===== src/rtl/wit_pkg.sv =====
package wit_pkg;
  localparam int PRESC_W = 13;
  localparam int CNT_W   = 8;
  localparam int ADDR_W  = 2;
  localparam int BYTE_W  = 8;
  localparam int BUS_W   = 2 * BYTE_W;
  localparam int NTAPS   = 8;
  localparam int SEL_W   = $clog2(NTAPS);
  localparam int PULSE_CYCLES = 128;

  typedef enum logic [1:0] {
    SZ_BYTE = 2'd0,
    SZ_WORD = 2'd1,
    SZ_LONG = 2'd2
  } xfer_size_e;

  localparam logic [BYTE_W-1:0] KEY_CFG  = 8'hA5;
  localparam logic [BYTE_W-1:0] KEY_DATA = 8'h5A;

  localparam logic [ADDR_W-1:0] WA_MAIN = 2'd0;
  localparam logic [ADDR_W-1:0] WA_RCS  = 2'd2;
  localparam logic [ADDR_W-1:0] RA_CTL  = 2'd0;
  localparam logic [ADDR_W-1:0] RA_CNT  = 2'd1;
  localparam logic [ADDR_W-1:0] RA_RCS  = 2'd3;

  typedef struct packed {
    logic             flag;
    logic             wd_mode;
    logic             run;
    logic             irq_en;
    logic [SEL_W-1:0] sel;
  } ctl_t;

  typedef struct packed {
    logic flag;
    logic rst_en;
    logic rst_sel;
  } rcs_t;

  // log2 of the divisor for each tap select value
  function automatic int tap_order(input int sel);
    case (sel)
      0:       return 1;
      1:       return 6;
      2:       return 7;
      3:       return 8;
      4:       return 9;
      5:       return 10;
      6:       return 12;
      default: return 13;
    endcase
  endfunction

  function automatic logic [BYTE_W-1:0] pack_ctl(input ctl_t c);
    return {c.flag, c.wd_mode, c.run, c.irq_en, 1'b1, c.sel};
  endfunction

  function automatic logic [BYTE_W-1:0] pack_rcs(input rcs_t r);
    return {r.flag, r.rst_en, r.rst_sel, 5'b11111};
  endfunction
endpackage


===== src/rtl/wit_prescaler.sv =====
module wit_prescaler
  import wit_pkg::*;
(
  input  logic             clk,
  input  logic             rst_n,
  input  logic [SEL_W-1:0] sel,
  output logic             tick_evt
);
  logic [PRESC_W-1:0] presc_q;
  logic [NTAPS-1:0]   tap_fire;

  always_ff @(posedge clk or negedge rst_n) begin
    if (!rst_n) presc_q <= '0;
    else        presc_q <= presc_q + 1'b1;
  end

  // a tap fires on the last cycle of each of its periods
  for (genvar g = 0; g < NTAPS; g++) begin : g_tap
    localparam int K = tap_order(g);
    assign tap_fire[g] = &presc_q[K-1:0];
  end

  assign tick_evt = tap_fire[sel];
endmodule


===== src/rtl/wit_counter.sv =====
module wit_counter
  import wit_pkg::*;
(
  input  logic             clk,
  input  logic             rst_n,
  input  logic             run,
  input  logic             tick_evt,
  input  logic             ld_evt,
  input  logic [CNT_W-1:0] ld_val,
  output logic [CNT_W-1:0] cnt_q,
  output logic             ovf_evt
);
  assign ovf_evt = run & ~ld_evt & tick_evt & (&cnt_q);

  always_ff @(posedge clk or negedge rst_n) begin
    if (!rst_n)        cnt_q <= '0;
    else if (!run)     cnt_q <= '0;
    else if (ld_evt)   cnt_q <= ld_val;
    else if (tick_evt) cnt_q <= cnt_q + 1'b1;
  end
endmodule


===== src/rtl/wit_regs.sv =====
module wit_regs
  import wit_pkg::*;
(
  input  logic              clk,
  input  logic              rst_n,
  input  logic              wr_en,
  input  logic [1:0]        wr_size,
  input  logic [ADDR_W-1:0] wr_addr,
  input  logic [BUS_W-1:0]  wr_data,
  input  logic              ovf_evt,
  output logic              wr_ctl_evt,
  output logic              wr_cnt_evt,
  output logic              wr_rflag_evt,
  output logic              wr_rcfg_evt,
  output ctl_t              ctl,
  output rcs_t              rcs
);
  logic              word_wr;
  logic [BYTE_W-1:0] key;
  logic [BYTE_W-1:0] dat;
  logic              ovf_iv;
  logic              ovf_wd;

  assign word_wr = wr_en && (wr_size == SZ_WORD);
  assign key     = wr_data[BUS_W-1:BYTE_W];
  assign dat     = wr_data[BYTE_W-1:0];

  assign wr_ctl_evt   = word_wr && (wr_addr == WA_MAIN) && (key == KEY_CFG);
  assign wr_cnt_evt   = word_wr && (wr_addr == WA_MAIN) && (key == KEY_DATA);
  assign wr_rflag_evt = word_wr && (wr_addr == WA_RCS)  && (key == KEY_CFG);
  assign wr_rcfg_evt  = word_wr && (wr_addr == WA_RCS)  && (key == KEY_DATA);

  assign ovf_iv = ovf_evt & ~ctl.wd_mode;
  assign ovf_wd = ovf_evt &  ctl.wd_mode;

  always_ff @(posedge clk or negedge rst_n) begin
    if (!rst_n) begin
      ctl <= '{flag: 1'b0, wd_mode: 1'b0, run: 1'b0, irq_en: 1'b1, sel: '0};
      rcs <= '{flag: 1'b0, rst_en: 1'b0, rst_sel: 1'b0};
    end else begin
      if (ovf_iv)                           ctl.flag <= 1'b1;
      else if (wr_ctl_evt && !dat[BYTE_W-1]) ctl.flag <= 1'b0;
      if (wr_ctl_evt) begin
        ctl.wd_mode <= dat[6];
        ctl.run     <= dat[5];
        ctl.irq_en  <= dat[4];
        ctl.sel     <= dat[SEL_W-1:0];
      end
      if (ovf_wd)                             rcs.flag <= 1'b1;
      else if (wr_rflag_evt && !dat[BYTE_W-1]) rcs.flag <= 1'b0;
      if (wr_rcfg_evt) begin
        rcs.rst_en  <= dat[6];
        rcs.rst_sel <= dat[5];
      end
    end
  end
endmodule


===== src/rtl/wit_pulse.sv =====
module wit_pulse #(
  parameter int LEN = 128
) (
  input  logic clk,
  input  logic rst_n,
  input  logic start,
  output logic active
);
  localparam int CW = $clog2(LEN + 1);
  logic [CW-1:0] left_q;

  always_ff @(posedge clk or negedge rst_n) begin
    if (!rst_n)            left_q <= '0;
    else if (start)        left_q <= CW'(LEN);
    else if (left_q != '0) left_q <= left_q - 1'b1;
  end

  assign active = (left_q != '0);
endmodule


===== src/rtl/wd_interval_timer.sv =====
module wd_interval_timer
  import wit_pkg::*;
(
  input  logic                clk,
  input  logic                rst_n,
  input  logic                wr_en,
  input  logic [1:0]          wr_size,
  input  logic [ADDR_W-1:0]   wr_addr,
  input  logic [BUS_W-1:0]    wr_data,
  input  logic                rd_en,
  input  logic [1:0]          rd_size,
  input  logic [ADDR_W-1:0]   rd_addr,
  output logic [BYTE_W-1:0]   rd_data,
  output logic                wdt_rst_o,
  output logic                irq_o
);
  ctl_t             ctl;
  rcs_t             rcs;
  logic             tick_evt;
  logic             ovf_evt;
  logic             wr_ctl_evt;
  logic             wr_cnt_evt;
  logic             wr_rflag_evt;
  logic             wr_rcfg_evt;
  logic             pulse_start;
  logic [CNT_W-1:0] cnt_q;

  wit_regs u_regs (
    .clk(clk), .rst_n(rst_n),
    .wr_en(wr_en), .wr_size(wr_size), .wr_addr(wr_addr), .wr_data(wr_data),
    .ovf_evt(ovf_evt),
    .wr_ctl_evt(wr_ctl_evt), .wr_cnt_evt(wr_cnt_evt),
    .wr_rflag_evt(wr_rflag_evt), .wr_rcfg_evt(wr_rcfg_evt),
    .ctl(ctl), .rcs(rcs)
  );

  wit_prescaler u_presc (
    .clk(clk), .rst_n(rst_n), .sel(ctl.sel), .tick_evt(tick_evt)
  );

  wit_counter u_cnt (
    .clk(clk), .rst_n(rst_n), .run(ctl.run), .tick_evt(tick_evt),
    .ld_evt(wr_cnt_evt), .ld_val(wr_data[CNT_W-1:0]),
    .cnt_q(cnt_q), .ovf_evt(ovf_evt)
  );

  assign pulse_start = ovf_evt & ctl.wd_mode & rcs.rst_en;

  wit_pulse #(.LEN(PULSE_CYCLES)) u_pulse (
    .clk(clk), .rst_n(rst_n), .start(pulse_start), .active(wdt_rst_o)
  );

  assign irq_o = ctl.flag & ctl.irq_en;

  always_comb begin
    rd_data = '0;
    if (rd_en && (rd_size == SZ_BYTE)) begin
      case (rd_addr)
        RA_CTL:  rd_data = pack_ctl(ctl);
        RA_CNT:  rd_data = cnt_q;
        RA_RCS:  rd_data = pack_rcs(rcs);
        default: rd_data = '0;
      endcase
    end
  end
endmodule


===== config.mk =====
export PLATFORM = sky130hd
export DESIGN_NAME = wd_interval_timer
export DESIGN_NICKNAME = d
export VERILOG_FILES = /design/src/rtl/wit_pkg.sv /design/src/rtl/wit_prescaler.sv /design/src/rtl/wit_counter.sv /design/src/rtl/wit_regs.sv /design/src/rtl/wit_pulse.sv /design/src/rtl/wd_interval_timer.sv
export SDC_FILE = /design/constraint.sdc
export NUM_CORES = 1
export LEC_CHECK = 0
export ABC_CLOCK_PERIOD_IN_PS = 4490
export BUFFER_PORTS_ARGS = -buffer_cell sky130_fd_sc_hd__buf_4
export CAP_MARGIN = 20
export CELL_PAD_IN_SITES_DETAIL_PLACEMENT = 0
export CELL_PAD_IN_SITES_GLOBAL_PLACEMENT = 1
export CORE_UTILIZATION = 45
export DETAILED_ROUTE_END_ITERATION = 7
export PLACE_DENSITY = 0.84
export SYNTH_ARGS = -nofsm -noshare
export SYNTH_HDL_FRONTEND = slang
export SYNTH_SLANG_ARGS = --single-unit

===== constraint.sdc =====
create_clock -name clk -period 4.49 [get_ports clk]
set_clock_uncertainty 0.05 [all_clocks]
set_input_delay 0.449 -clock clk [delete_from_list [all_inputs] [get_ports clk]]
set_output_delay 0.449 -clock clk [all_outputs]
set_load 0.005 [all_outputs]

=== Word-level counts from Yosys, hierarchy flattened ===
Index checks and enable logic that the tools add are counted.

* Register bits after elaboration: 39
* Latch bits: 0
* Memory bits (writable): 0
* ROM bits: 0
* Bits of input ports: 28
* Output and inout port bits: 10
* Word-level logic and storage cells: 70
* Memories kept: 0

* $add $sub $neg: 3
* Multipliers: 0
* Divide/modulo/power cells: 0
* Magnitude comparators: 1
* Equality and inequality tests: 7
* Shift-type cells: 0
* Mux-type cells: 13
* Bitwise logic cells: 9
* Reduce and logical (&&, ||, !) cells: 26

{| class="wikitable"
|+ Operators with widths
! cell !! count
|-
| $mux W8 || 6
|-
| $pmux W8 S3 || 1
|-
| $reduce_and A8 Y1 || 2
|-
| $add A13 B1 Y13 const B || 1
|-
| $reduce_and A13 Y1 || 1
|-
| $reduce_and A12 Y1 || 1
|-
| $logic_and A1 B1 Y1 || 10
|-
| $reduce_and A10 Y1 || 1
|-
| $reduce_and A9 Y1 || 1
|-
| $add A8 B1 Y8 const B || 1
|-
| $eq A8 B7 Y1 const B || 1
|-
| $eq A8 B8 Y1 const B || 1
|-
| $reduce_bool A8 Y1 || 1
|-
| $sub A8 B1 Y8 const B || 1
|-
| $and A1 B1 Y1 || 7
|-
| $reduce_and A7 Y1 || 1
|-
| $logic_not A2 Y1 || 3
|-
| $reduce_and A6 Y1 || 1
|-
| $reduce_bool A2 Y1 || 3
|-
| $mux W1 || 5
|-
| $eq A2 B1 Y1 const B || 2
|-
| $eq A2 B2 Y1 const B || 2
|-
| $lt A3 B4 Y1 const B || 1
|-
| $bmux W1 S3 || 1
|-
| other kinds (3) || 4
|}

=== Longest topological paths before layout ===
Gate-level depths: netlist (run 1).

* Depth after elaboration: 11
* Depth in mapped cells: 10
* Mapped depth without buffers: 10

=== By module ===
A second synthesis (run 1) with hierarchy kept.

* Cell total of the unflattened synthesis: 224
* Area, all modules: 2273.4 um^2

{| class="wikitable"
|+ Modules (own cells, without submodules)
! module !! times used !! cells an instance !! area each (um^2)
|-
| wit_prescaler || 1 || 55 || 604.3
|-
| wit_regs || 1 || 40 || 530.5
|-
| wit_counter || 1 || 50 || 469.2
|-
| wit_pulse || 1 || 48 || 452.9
|-
| wd_interval_timer || 1 || 31 || 216.5
|}

=== Least setup slack after synthesis (run 1) ===
Ideal clock, no wire load.

* Kind: reg2reg
* Start: register u_presc.presc_q[0]
* End: register u_cnt.cnt_q[7]
* Setup time: 120 ps
* Data arrival time: 2152 ps
* Data required time: 4320 ps
* Path slack: 2169 ps
* Cell stages (with the launch flop): 11
* Buffers on the path: 0
* Cell sequence: dfrtp_1 ha_1 and2_1 and2_2 and3_1 ha_1 nand2_1 o211ai_4 nand4_1 mux2_2 a31o_1

* Word-level cells in the longest chain between the ends: 4
* Elaborated cells on any way between the ends: 10

{| class="wikitable"
|+ Ends and longest elaborated chain
! item !! line !! source
|-
| from (decl) || wit_prescaler.sv:9 || <nowiki>logic [PRESC_W-1:0] presc_q;</nowiki>
|-
| from (signal assigned) || wit_prescaler.sv:14 || <nowiki>else presc_q <= presc_q + 1'b1;</nowiki>
|-
| $reduce_and A13 Y1, or another cell as far along || wit_prescaler.sv:20 || <nowiki>assign tap_fire[g] = &presc_q[K-1:0];</nowiki>
|-
| $bmux W1 S3 (*) || wit_prescaler.sv:23 || <nowiki>assign tick_evt = tap_fire[sel];</nowiki>
|-
| $mux W1 (not written as such) (*) || wit_prescaler.sv:23 ||
|-
| $ne A3 B1 Y1 (no line) (*) || -- ||
|-
| to (signal assigned) || wit_counter.sv:18 || <nowiki>else if (ld_evt) cnt_q <= ld_val;</nowiki>
|-
| to (signal assigned) || wit_counter.sv:19 || <nowiki>else if (tick_evt) cnt_q <= cnt_q + 1'b1;</nowiki>
|-
| to (decl) || wit_counter.sv:10 || <nowiki>output logic [CNT_W-1:0] cnt_q,</nowiki>
|}

Every way passes the cells marked *; elsewhere a longest branch is shown, timed or not. The select of a mux whose other input is x is not followed.
A chain may end at the register's enable or synchronous reset.

=== Worst setup path in the final report (run 1) ===
* Start: register u_presc.presc_q[0]
* End: register u_pulse.left_q[2]

* Word-level cells in the longest chain between the ends: 8
* Elaborated cells on any way between the ends: 15

{| class="wikitable"
|+ Ends and longest elaborated chain
! item !! line !! source
|-
| $reduce_and A13 Y1, or another cell as far along || wit_prescaler.sv:20 ||
|-
| $bmux W1 S3 (*) || wit_prescaler.sv:23 ||
|-
| $mux W1 (not written as such) (*) || wit_prescaler.sv:23 ||
|-
| $and A1 B1 Y1 (*) (2 in a row) || wit_counter.sv:13 || <nowiki>assign ovf_evt = run & ~ld_evt & tick_evt & (&cnt_q);</nowiki>
|-
| $and A1 B1 Y1 (*) (2 in a row) || wd_interval_timer.sv:47 || <nowiki>assign pulse_start = ovf_evt & ctl.wd_mode & rcs.rst_en;</nowiki>
|-
| $mux W8 / $reduce_bool A2 Y1 (equally long branches) || -- ||
|-
| to (signal assigned) || wit_pulse.sv:14 || <nowiki>else if (start) left_q <= CW'(LEN);</nowiki>
|-
| to (signal assigned) || wit_pulse.sv:15 || <nowiki>else if (left_q != '0) left_q <= left_q - 1'b1;</nowiki>
|-
| to (decl) || wit_pulse.sv:10 || <nowiki>logic [CW-1:0] left_q;</nowiki>
|}

Marks and branches as above.

==> out/metrics.cfg, run 1 <==
[critical_path]
path_class = flip-flop to flip-flop
max_stage_delay_ns = 0.52
endpoint_kind = flip-flop
start_kind = flip-flop
cp_common_cell = ha_1
cp_slowest_cell = nor4b_4
crit_fanout = 8
path_cells = ha_1 > and2_1 > and2_2 > and3_1 > ha_1 > nand2_1 > o211ai_4 > nand4_1 > nor4b_4 > nor2_1
cp_data_arrival_time_ns = 2.65
crit_required_ns = 4.60

[outcome]
outcome = completed

[power]
leakage_nw = 1.19
total_power_uw = 628
p_comb_frac = 0.072
p_int_uw = 483
p_per_area_nw_per_um2 = 231
pwr-share-seq = 0.560
power_frac_clock = 0.368
switching_share = 0.231
switching_power_uw = 145
ir_worst_vdd_uv = 142

[floorplan]
initial_utilization = 0.477
die-area_um2 = 5430
core_um2 = 4850
fp.dieH_um = 73.7
io_pins = 38
die_x_um = 73.7
std_cell_rows = 25

[synth]
synth_edf_count = 0
synthArstFlopShare = 1.00
postSynthAreaPerCell_um2 = 9.76
yosysUniqueCellTypes = 48
syn-cell-area_um2 = 2310
synth_cells = 237
ys_seq_elements = 39
syn-num-nets = 269
ys_warn_count = 0
synth_top_flop_cell = dfrtp_1
ys_seq_area_frac = 0.423

[clock_network]
tritoncts = yes
clock_path_buffers = 2
clk_pin_slew_ns = 0.07
postCtsSetupBuffers = 0
cts_sinks = 39
cts_resized = 0
ctsHoldBuffers = 0
clockRootBuffer = clkbuf_8
clk_latency_ns = 0.30
cts_max_level = 2
cts_buffers = 5

[job]
drv_cap = 0

[route]
wl_per_cell_um = 14.0
via_count = 1828
wirelength_um = 4820
drc = 0
ant_nets = 0
viasPerCell = 5.30
first_pass_iters = 4
first_iter_violations = 75

[timing]
min_period_over_period = 0.564
period_minus_slack_ns = 2.53
rsz0062_at_grt = no
relSlewSlack = 0.431
finalSetupTns_ns = 0
setup_viol = 0
hold_viol = 0
drv_slew = 0
worstMarginPinSlew_ns = 0.847
fmax_mhz = 395

[min_path]
hp-class = input pin to asynchronous set/reset pin

[place]
hpwl_um = 3690
place.gp.congestion = 0.792
port_buffers = 37

[final_layout]
drive_above_1_share = 0.237
layout.nets = 309
antennaDiodeCount = 0
area_growth_syn_to_layout_pct = 17.6

[global_routing]
grt_overflow_total = 0
grt_max_degree = 40
grt_pass1_vias = 1794
grt_pass1_wl_um = 8420
groute.usage.overall = 0.206
antenna_found_initial = 0

-- registers in the layout, summed over array words and instances, names as in the netlist --
register and cells:
u_regs.ctl 7, u_regs.rcs 3, u_pulse.left_q 8, u_presc.presc_q 13, u_cnt.cnt_q 8
-- cells in the final DEF, fill, tap and decap left out, drive strengths merged, types with 7 or more instances in the layout --
| master | instances |
|---|---|
| mux2 | 8 |
| nor2 | 33 |
| inv | 10 |
| clkbuf | 7 |
| dfrtp | 38 |
| mux2i | 11 |
| o21ai | 16 |
| buf | 37 |
| nand2 | 25 |
| xnor2 | 9 |
| nand3 | 14 |
-- Yosys cell counts, types with 5 or more instances --
| cell type | count | area share |
|---|---|---|
| o21ai_0 | 16 | 0.035 |
| nand3_1 | 13 | 0.028 |
| a21oi_1 | 5 | 0.011 |
| xor2_1 | 6 | 0.023 |
| a31oi_1 | 5 | 0.014 |
| xnor2_1 | 9 | 0.034 |
| inv_1 | 10 | 0.016 |
| mux2_2 | 8 | 0.039 |
| mux2i_1 | 11 | 0.048 |
| nand2_1 | 25 | 0.041 |
| dfrtp_1 | 38 | 0.41 |
| nor2_1 | 33 | 0.054 |
-- logic make-up (layout without fill, tap and decap cells) --
family / count (synthesis) / count (layout) / share of synthesized area
adders and majority gates: 4 / 4 / 0.0216
AOI/OAI and AO/OA: 33 / 33 / 0.0915
buffers and inverters: 14 / 55 / 0.0314
and+or+nand+nor: 113 / 113 / 0.290
muxes: 19 / 19 / 0.0866
xor gates and xnor gates: 15 / 15 / 0.0568
DFF: 39 / 39 / 0.423
-- cell type report --
type / count / area (um2)
tap: 67 / 83.8
sequential: 39 / 977
multi-input combinational: 184 / 1260
clock buffer: 7 / 76.3
fill: 461 / 2130
clock inverter: 1 / 5.00
inverter: 10 / 37.5
timing repair buffer: 37 / 278
-- worst paths after layout --
kind | startpoint | end | slack [ns] | cells past startpoint
max | u_presc.presc_q[0] | u_pulse.left_q[2] | 1.96 | 10
min | rst_n | u_cnt.cnt_q[2] | 0.06 | 1
max reg2reg | u_presc.presc_q[0] | u_pulse.left_q[2] | 1.96 | 10
min reg2reg | u_presc.presc_q[11] | u_presc.presc_q[11] | 0.42 | 1
max in group asynchronous | rst_n | u_regs.ctl[3] | 3.97 | 1
min in group clk | wr_data[6] | u_regs.ctl[5] | 0.33 | 3
-- worst max-delay path: cells and delay by family, from the launching register on --
family / cells / cell delay [ns]
simple gates: 7 / 1.44
flops: 1 / 0.42
compound gates: 1 / 0.12
fa+ha+maj: 2 / 0.37
-- routing by layer --
| layer | wire, um | up-vias | track usage |
|---|---|---|---|
| met5 | 0 | - | 0 |
| met4 | 74 | 0 | 0.0833 |
| met3 | 190 | 7 | 0.0329 |
| met2 | 2410 | 44 | 0.349 |
| met1 | 2140 | 865 | 0.263 |
| li1 | - | 912 | - |
-- per-stage QoR --
stage | hold WS, ns | std cells | instance area [um2] | worst slack (ns) | utilization
after floorplan | 0.103 | 237 | 2310 | 2.17 | -
after global placement | 0.398 | 337 | 2640 | 1.87 | 0.544
after detailed placement | 0.400 | 337 | 2640 | 1.88 | 0.544
after CTS | 0.0800 | 345 | 2720 | 1.92 | 0.561
after global routing | 0.105 | 345 | 2720 | 1.71 | 0.561
final | 0.0645 | 345 | 2720 | 1.96 | 0.561
-- power by group through the flow --
stage | logic [mW] | registers (mW) | clock network, mW
3_3_place_gp | 0.0453 | 0.359 | 0
3_5_place_dp | 0.0459 | 0.359 | 0
5_1_grt | 0.0498 | 0.352 | 0.251
2_1_floorplan | 0.0129 | 0.359 | 0
4_1_cts | 0.0460 | 0.352 | 0.236
6_report | 0.0452 | 0.352 | 0.231
No activity file was read; power rests on OpenSTA's default activity.
==> run 2, diff against run 1 <==
ABC_AREA = 1   (was default)
ABC_CLOCK_PERIOD_IN_PS = 2100   (was 4490)
CORE_UTILIZATION = 37   (was 45)
PLACE_DENSITY = 0.77   (was 0.84)
clock period = 2.1 ns   (was 4.49 ns; I/O delays follow)
==> out/metrics.cfg, run 2 <==
[critical_path]
path_depth = 13  ; was 10
cp_slowest_cell = dfrtp_1  ; was nor4b_4
cp_common_cell = nand2_1  ; was ha_1
cp.buffers_inverters = 1  ; was 0
rrSetupSlack_ns = 0.13  ; was 1.96 ns
crit_family = simple AND/OR/NAND/NOR gates  ; unchanged
path_cells = ha_1 > nand2_1 > nor2_2 > nand2_1 > nor2_2 > ha_1 > a21oi_1 > nand2_1 > nand3_1 > nand2_2 > nor2_4 > buf_12 > o21ai_0  ; was ha_1 > and2_1 > and2_2 > and3_1 > ha_1 > nand2_1 > o211ai_4 > nand4_1 > nor4b_4 > nor2_1
reg2reg_to = u_cnt.cnt_q[3]  ; was u_pulse.left_q[2]
crit_required_ns = 2.23  ; was 4.60 ns
path_class = flip-flop to flip-flop  ; unchanged
startpoint = u_presc.presc_q[0]  ; unchanged
crit_fanout = 16  ; was 8
endpoint_kind = flip-flop  ; unchanged
start_kind = flip-flop  ; unchanged
cp_data_arrival_time_ns = 2.10  ; was 2.65 ns
rr_startpoint = u_presc.presc_q[0]  ; unchanged
rr_worst_depth = 13  ; was 10
max_stage_delay_ns = 0.40  ; was 0.52 ns

[synth]
synth_edf_count = 0  ; unchanged
syn-cell-area_um2 = 2300  ; was 2310 um2
synth_compound_area_frac = 0.103  ; was 0.0915
yosysUniqueCellTypes = 33  ; was 48
ys_warn_count = 0  ; unchanged
synth_common_cells = nand2_1, dfrtp_1, inv_1  ; was dfrtp_1, nor2_1, nand2_1
syn-num-nets = 323  ; was 269
synth.mux.area_fraction = 0  ; was 0.0866
synth_adder_area_share = 0.0218  ; was 0.0216
synth_top_flop_cell = dfrtp_1  ; unchanged
synth_top_area_frac = 0.414  ; was 0.411
synth-simple-area-share = 0.306  ; was 0.290
synth_xor_area_frac = 0.0763  ; was 0.0568
synth_top_family_by_area = simple AND/OR/NAND/NOR gates  ; unchanged
synth_top_cell_by_area = dfrtp_1  ; unchanged
ys_seq_elements = 39  ; unchanged
synth_most_common_cell = nand2_1  ; was dfrtp_1
ys_seq_area_frac = 0.426  ; was 0.423
synth_cells = 291  ; was 237
postSynthAreaPerCell_um2 = 7.89  ; was 9.76 um2
synthArstFlopShare = 1.00  ; unchanged
synthTopCellsByArea = dfrtp_1, nand2_1, xor2_1  ; was dfrtp_1, nor2_1, mux2i_1

[floorplan]
die-area_um2 = 6520  ; was 5430 um2
core_um2 = 5960  ; was 4850 um2
std_cell_rows = 28  ; was 25
die_x_um = 80.8  ; was 73.7 um
fp.dieH_um = 80.8  ; was 73.7 um
initial_utilization = 0.386  ; was 0.477
io_pins = 38  ; unchanged

[clock_network]
cts_buffers = 5  ; unchanged
clk_latency_ns = 0.29  ; was 0.30 ns
clk_pin_slew_ns = 0.08  ; was 0.07 ns
tritoncts = yes  ; unchanged
clockRootBuffer = clkbuf_8  ; unchanged
cts_max_level = 2  ; unchanged
cts_sinks = 39  ; unchanged
clock_path_buffers = 2  ; unchanged

[route]
via_count = 1984  ; was 1828
wl_per_cell_um = 11.8  ; was 14.0 um
first_pass_iters = 5  ; was 4
ant_nets = 0  ; unchanged
viasPerCell = 4.79  ; was 5.30
drc = 0  ; unchanged
first_iter_violations = 61  ; was 75
wirelength_um = 4890  ; was 4820 um

[place]
place.gp.congestion = 0.744  ; was 0.792
port_buffers = 37  ; unchanged
post-place-ws_ns = 0.114  ; was 1.88 ns
hpwl_um = 3740  ; was 3690 um
place_area_um2 = 2680  ; was 2640 um2

[final_layout]
multi_input_area_um2 = 1170  ; was 1260 um2
top_register = u_presc.presc_q  ; unchanged
layout.nets = 370  ; was 309
largest_reg_flops = 13  ; unchanged
antennaDiodeCount = 0  ; unchanged
area_growth_syn_to_layout_pct = 23.5  ; was 17.6%
final_common_cell = nand2_1  ; was dfrtp_1
drive_above_1_share = 0.209  ; was 0.237
reg_top3 = u_presc.presc_q: 13 flops, u_cnt.cnt_q: 8 flops, u_pulse.left_q: 8 flops  ; unchanged
seqCellArea_um2 = 977  ; unchanged
final_cell_mix = nand2_1, buf_4, dfrtp_1  ; was dfrtp_1, buf_4, nor2_1
fin_area_um2 = 2840  ; was 2720 um2
nFillCells = 605  ; was 461

[timing]
setup_viol = 0  ; unchanged
hold_viol = 0  ; unchanged
min_period_over_period = 0.939  ; was 0.564
period_minus_slack_ns = 1.97  ; was 2.53 ns
worstMarginPinSlew_ns = 0.499  ; was 0.847 ns
relSlewSlack = 0.667  ; was 0.431
hold-worst-slack_ns = 0.124  ; was 0.0645 ns
fin_ws_ns = 0.128  ; was 1.96 ns
drv_slew = 0  ; unchanged
fmax_mhz = 507  ; was 395 MHz

[global_routing]
antenna_found_initial = 0  ; unchanged
grt_max_degree = 40  ; unchanged
grt_pass1_wl_um = 8560  ; was 8420 um
grt_overflow_total = 0  ; unchanged
grt_pass1_vias = 1890  ; was 1794
groute.usage.overall = 0.171  ; was 0.206

[job]
drv_cap = 0  ; unchanged

[min_path]
worstHoldPathCells = 3
hp-class = input pin to flip-flop  ; was input pin to asynchronous set/reset pin
min_to = u_regs.ctl[0]
worstHoldStart = wr_data[0]

[power]
p_per_area_nw_per_um2 = 524  ; was 231 nW/um2
ir_worst_vdd_uv = 398  ; was 142 uV
leakage_nw = 1.39  ; was 1.19 nW

[outcome]
outcome = completed  ; unchanged

-- run 2: changes by cell type in the layout (fill, tap and decap cells not counted), moves of 8 or more --
cell     delta
xor2_1      +9
nand3_1    +11
nand2_1    +56
mux2_2      -8
nor2_1     -12
mux2i_1    -11
inv_1      +22
-- run 2: timing repair --
action	4_1_cts	5_1_grt
gates resized for setup	0	1
hold buffers	1	0
hold endpoints to repair	38	0
setup endpoints to repair	0	16
buffers inserted	0	4
-- run 2: power by group --
part           internal [mW]  leakage, nW  switching [mW]  total, mW
registers              0.751        0.501         0.00120      0.753
logic                 0.0436        0.828          0.0482     0.0918
clock network          0.384       0.0612           0.256      0.641
total                   1.18         1.39           0.306       1.49
-- run 2: how the worst max path moves through the flow --
| stage | end |
|---|---|
| floorplan | u_cnt.cnt_q[6] |
| global placement | u_cnt.cnt_q[3] |
| detailed placement | u_cnt.cnt_q[3] |
| CTS | wdt_rst_o |
| global route | u_pulse.left_q[4] |
| finish | u_cnt.cnt_q[3] |
-- run 2: cells by family after synthesis --
kind of cell             count (synthesis)
XOR/XNOR                                20
buffers and inverters                   39
AND/OR/NAND/NOR                        149
flip-flops                              39
AO/OA/AOI/OAI                           40
adder cells (fa/ha/maj)                  4
-- run 2: cell type report --
cell class,instances,area share
multi-input cells,213,0.411
flip-flops and latches,39,0.345
repair buffers,45,0.124
inverters,34,0.0450
well taps,75,0.0331
clock buffers,6,0.0291
clock inverters,2,0.0124
-- run 2: metal layers --
metal | share of wire | wire length (um) | track usage | up-vias
li1 | - | - | - | 1031
met1 | 0.49 | 2420 | 0.229 | 901
met2 | 0.45 | 2200 | 0.285 | 47
met3 | 0.045 | 219 | 0.0337 | 5
met4 | 0.011 | 52 | 0.0375 | 0
met5 | 0 | 0 | 0 | -
-- run 2: metrics by stage --
step | cells | TNS (ns) | util | power [mW]
final | 414 | 0 | 0.476 | 1.49
after global routing | 414 | -0.208 | 0.476 | 1.54
after CTS | 410 | 0 | 0.471 | 1.51
after detailed placement | 401 | 0 | 0.449 | 0.859
after global placement | 401 | 0 | 0.449 | 0.859
after floorplan | 291 | 0 | - | 0.792
-- run 2: worst reg2reg max path: cells and delay by family, from the launching register on --
family                   cells  cell delay, ns
AO/OA/AOI/OAI                2            0.23
buffers and inverters        1            0.15
AND/OR/NAND/NOR              8            0.65
flip-flops                   1            0.40
adder cells (fa/ha/maj)      2            0.40
